## src/rtl/supply_stamp.sv

```systemverilog
module supply_stamp #(
  parameter int SEC_W  = 7,
  parameter int MIN_W  = 7,
  parameter int HOUR_W = 6,
  parameter int DATE_W = 6,
  parameter int MON_W  = 5
) (
  input  logic              clk,
  input  logic              rst_n,
  input  logic              bat_mode_in,
  input  logic              clr_stamp,
  input  logic [SEC_W-1:0]  t_sec,
  input  logic [MIN_W-1:0]  t_min,
  input  logic [HOUR_W-1:0] t_hour,
  input  logic [DATE_W-1:0] t_date,
  input  logic [MON_W-1:0]  t_month,
  output logic              dn_valid,
  output logic [SEC_W-1:0]  dn_sec,
  output logic [MIN_W-1:0]  dn_min,
  output logic [HOUR_W-1:0] dn_hour,
  output logic [DATE_W-1:0] dn_date,
  output logic [MON_W-1:0]  dn_month,
  output logic              up_valid,
  output logic [SEC_W-1:0]  up_sec,
  output logic [MIN_W-1:0]  up_min,
  output logic [HOUR_W-1:0] up_hour,
  output logic [DATE_W-1:0] up_date,
  output logic [MON_W-1:0]  up_month
);
  localparam int STAMP_W = SEC_W + MIN_W + HOUR_W + DATE_W + MON_W;
  localparam int O_MIN   = SEC_W;
  localparam int O_HOUR  = O_MIN + MIN_W;
  localparam int O_DATE  = O_HOUR + HOUR_W;
  localparam int O_MON   = O_DATE + DATE_W;

  logic [2:0]         bat_sr;
  logic               to_bat, to_main;
  logic [STAMP_W-1:0] now, dn_q, up_q;
  logic               dn_v, up_v;

  always_ff @(posedge clk) begin
    if (!rst_n) bat_sr <= '0;
    else        bat_sr <= {bat_sr[1:0], bat_mode_in};
  end

  assign to_bat  =  bat_sr[1] & ~bat_sr[2];
  assign to_main = ~bat_sr[1] &  bat_sr[2];
  assign now     = {t_month, t_date, t_hour, t_min, t_sec};

  always_ff @(posedge clk) begin
    if (!rst_n) begin
      dn_v <= 1'b0;
      dn_q <= '0;
    end else if (to_bat && (!dn_v || clr_stamp)) begin
      dn_v <= 1'b1;
      dn_q <= now;
    end else if (clr_stamp) begin
      dn_v <= 1'b0;
      dn_q <= '0;
    end
  end

  always_ff @(posedge clk) begin
    if (!rst_n) begin
      up_v <= 1'b0;
      up_q <= '0;
    end else if (to_main) begin
      up_v <= 1'b1;
      up_q <= now;
    end else if (clr_stamp) begin
      up_v <= 1'b0;
      up_q <= '0;
    end
  end

  assign dn_valid = dn_v;
  assign dn_sec   = dn_q[SEC_W-1:0];
  assign dn_min   = dn_q[O_HOUR-1:O_MIN];
  assign dn_hour  = dn_q[O_DATE-1:O_HOUR];
  assign dn_date  = dn_q[O_MON-1:O_DATE];
  assign dn_month = dn_q[STAMP_W-1:O_MON];

  assign up_valid = up_v;
  assign up_sec   = up_q[SEC_W-1:0];
  assign up_min   = up_q[O_HOUR-1:O_MIN];
  assign up_hour  = up_q[O_DATE-1:O_HOUR];
  assign up_date  = up_q[O_MON-1:O_DATE];
  assign up_month = up_q[STAMP_W-1:O_MON];
endmodule


```

## config.mk

```make
export PLATFORM = sky130hd
export DESIGN_NAME = supply_stamp
export DESIGN_NICKNAME = d
export VERILOG_FILES = /design/src/rtl/supply_stamp.sv
export SDC_FILE = /design/constraint.sdc
export NUM_CORES = 1
export LEC_CHECK = 0
export BUFFER_PORTS_ARGS = -buffer_cell sky130_fd_sc_hd__buf_4
export CAP_MARGIN = 25
export CORE_MARGIN = 2
export CORE_UTILIZATION = 40
export CTS_CLUSTER_SIZE = 16
export DETAILED_ROUTE_END_ITERATION = 8
export PLACE_DENSITY_LB_ADDON = 0.2
export REMOVE_ABC_BUFFERS = 1
export SKIP_LAST_GASP = 1
export SYNTH_ARGS = -nofsm -noshare
export SYNTH_HDL_FRONTEND = slang
export SYNTH_SLANG_ARGS = --single-unit
```

## constraint.sdc

```tcl
create_clock -name clk -period 1.3 [get_ports clk]
set_input_delay 0.325 -clock clk [delete_from_list [all_inputs] [get_ports clk]]
set_output_delay 0.325 -clock clk [all_outputs]
set_load 0.005 [all_outputs]
```

==> results.cfg <==
[run_status]
status = completed

[timing]
setup_tns_ns = 0
fin_crit_sh = 0.894
setup_viol = 0
setup_ws_ns = 0.137
slew_headroom = 0.667
rsz0062_at_grt = false
worstMarginPinSlew_ns = 0.500
finalHoldViolations = 0
skew_ns = 0.00917
slew_viol_final = 0
clock.fmax_mhz = 860
period_needed_ns = 1.16

[die]
die-area_um2 = 7970
die_y_um = 89.3
start_util = 0.407
die_x_um = 89.3
io-pin-count = 99
core_area_um2 = 7140
rows = 31

[cts]
cts_tree = built
clock-sinks = 67
numCtsBuffers = 9
post_cts_resized = 0
clock_path_buffers = 2
root_buffer = clkbuf_8
clk_latency_ns = 0.34
cts_setup_buffers = 0
htree_levels = 3
postCtsHoldBufs = 0
path_clk_slew_ns = 0.07

[drt]
firstDrtPassIters = 4
drt_iter0_drc = 154
vias_per_cell = 5.25
num_vias = 2569
wl_per_cell_um = 15.4
routed_wl_mm = 7.51
drc_errors = 0
ant_nets = 0

[yosys]
synth.top_cells.by_count = 67 x dfxtp_1, 62 x nand3b_1, 33 x a21boi_1
synth-seq-cells = 67
synth_top_cell_area_share = 0.461
yosysTopAreaCell = dfxtp_1
netlist_instances = 298
synth_most_common_cell = dfxtp_1
synthTopCellsByArea = dfxtp_1 46%, nand3b_1 16%, o21ai_2 9.0%
ys_types = 16
synth_seq_area_share = 0.461
synth-edff-count = 0
syn_avg_cell_area_um2 = 9.76
netlist_area_um2 = 2910
yosysWarnings = 0
ys_async_sr_fraction = 0
ys.flop_type = dfxtp_1

[global_route]
antenna_found_initial = 0
grt_pass1_vias = 2368
grt_pass1_wl_mm = 11.7
grt_max_degree = 64
grtUsageTotal = 0.188
grt-ovfl-total = 0

[setup_path]
crit_path_end = dn_q[6]
crit_type = flip-flop to flip-flop
critPathLaunchType = flip-flop
rrSetupSlack_ns = 0.14
worstSetupEndpointType = flip-flop
crit_fanout = 32
crit_buf_inv = 1
r2r-end = dn_q[6]
max_stage_delay_ns = 0.37
critPathArrivalTime_ns = 1.43
cp.depth = 4
startpoint = dn_valid
cp_cell_sequence = nand2b_1, buf_4, nand4_1, o21ai_2
required_ns = 1.57
worst_path_max_delay_cell = buf_4
path_delay_family = buffers and inverters
r2r_cells = 4
timing.rr.start = dn_valid

[final_layout]
multi_input_area_um2 = 1370
register_area_um2 = 1340
fill_cells = 711
area_delta_synth_final_pct = 35.8
drive_above_1_share = 0.403
nNetsFinal = 420
finalNonFillerCells = 489
diodes = 0

[placed_design]
place.port_buffers = 98
hpwlAfterDp_mm = 4.54
pre_cts_slack_ns = -0.0304
placed_cells = 472
routabilityCongestion = 0.679

[pwr]
peakVddDrop_mv = 0.578
p_leak_nw = 1.57
total_power_mw = 4.67
power.density_nw_per_um2 = 1180

[worst_hold_path]
hold_class = primary input to flip-flop

[job]
max_cap_violations = 0
## state kept, by name (all words and copies together), names as in the netlist
signal    flops
up_valid      1
up_q         31
dn_valid      1
bat_sr        3
dn_q         31
## kinds of logic after synthesis
kind of cell	share of synthesized area
simple gates	0.290
compound gates	0.177
buf+inv	0.0710
flops	0.461
## power by group
| group | internal, mW | switching [mW] | total, mW |
|---|---|---|---|
| sequential | 2.09 | 0.0235 | 2.12 |
| combinational | 0.212 | 0.199 | 0.411 |
| clock | 1.33 | 0.809 | 2.14 |
## how the worst min path moves through the flow
| stage | from | cells past startpoint | slack [ns] | to |
|---|---|---|---|---|
| 2_1_floorplan | bat_sr[0] | 1 | 0.41 | bat_sr[1] |
| 3_3_place_gp | bat_sr[0] | 1 | 0.41 | bat_sr[1] |
| 3_5_place_dp | bat_sr[0] | 1 | 0.42 | bat_sr[1] |
| 4_1_cts | bat_mode_in | 2 | 0.20 | bat_sr[0] |
| 5_1_grt | bat_mode_in | 2 | 0.21 | bat_sr[0] |
| 6_report | bat_mode_in | 2 | 0.21 | bat_sr[0] |
## through the flow
stage          hold WS, ns  area (µm²)  utilization
5_1_grt              0.212        3950        0.553
3_5_place_dp         0.419        3690        0.516
3_3_place_gp         0.415        3690        0.516
6_report             0.211        3950        0.553
2_1_floorplan        0.412        2700            -
4_1_cts              0.203        3940        0.552
## area by class of cell
type,count,area share
tap,99,0.0314
clock buffer,10,0.0349
timing repair buffer,108,0.219
clock inverter,6,0.0285
sequential,67,0.340
multi-input combinational,199,0.347
## layout by cell type, fill, tap and decap left out, drive strengths merged, types with 4 or more instances in the layout
master,instances
a21boi,33
and2,5
buf,108
clkbuf,10
dfxtp,67
nand2,31
nand2b,4
nand3b,62
nand4,31
o21ai,31
## layer usage
metal | vias up | part of all wire | global-route usage | routed length (µm)
met2 | 82 | 0.45 | 0.279 | 3370
met4 | 0 | 0.013 | 0.0787 | 98
met1 | 1224 | 0.47 | 0.260 | 3490
li1 | 1253 | - | - | -
met3 | 10 | 0.072 | 0.0499 | 544
met5 | - | 0 | 0 | 0
Note: power is estimated with default switching activity, not from simulation.
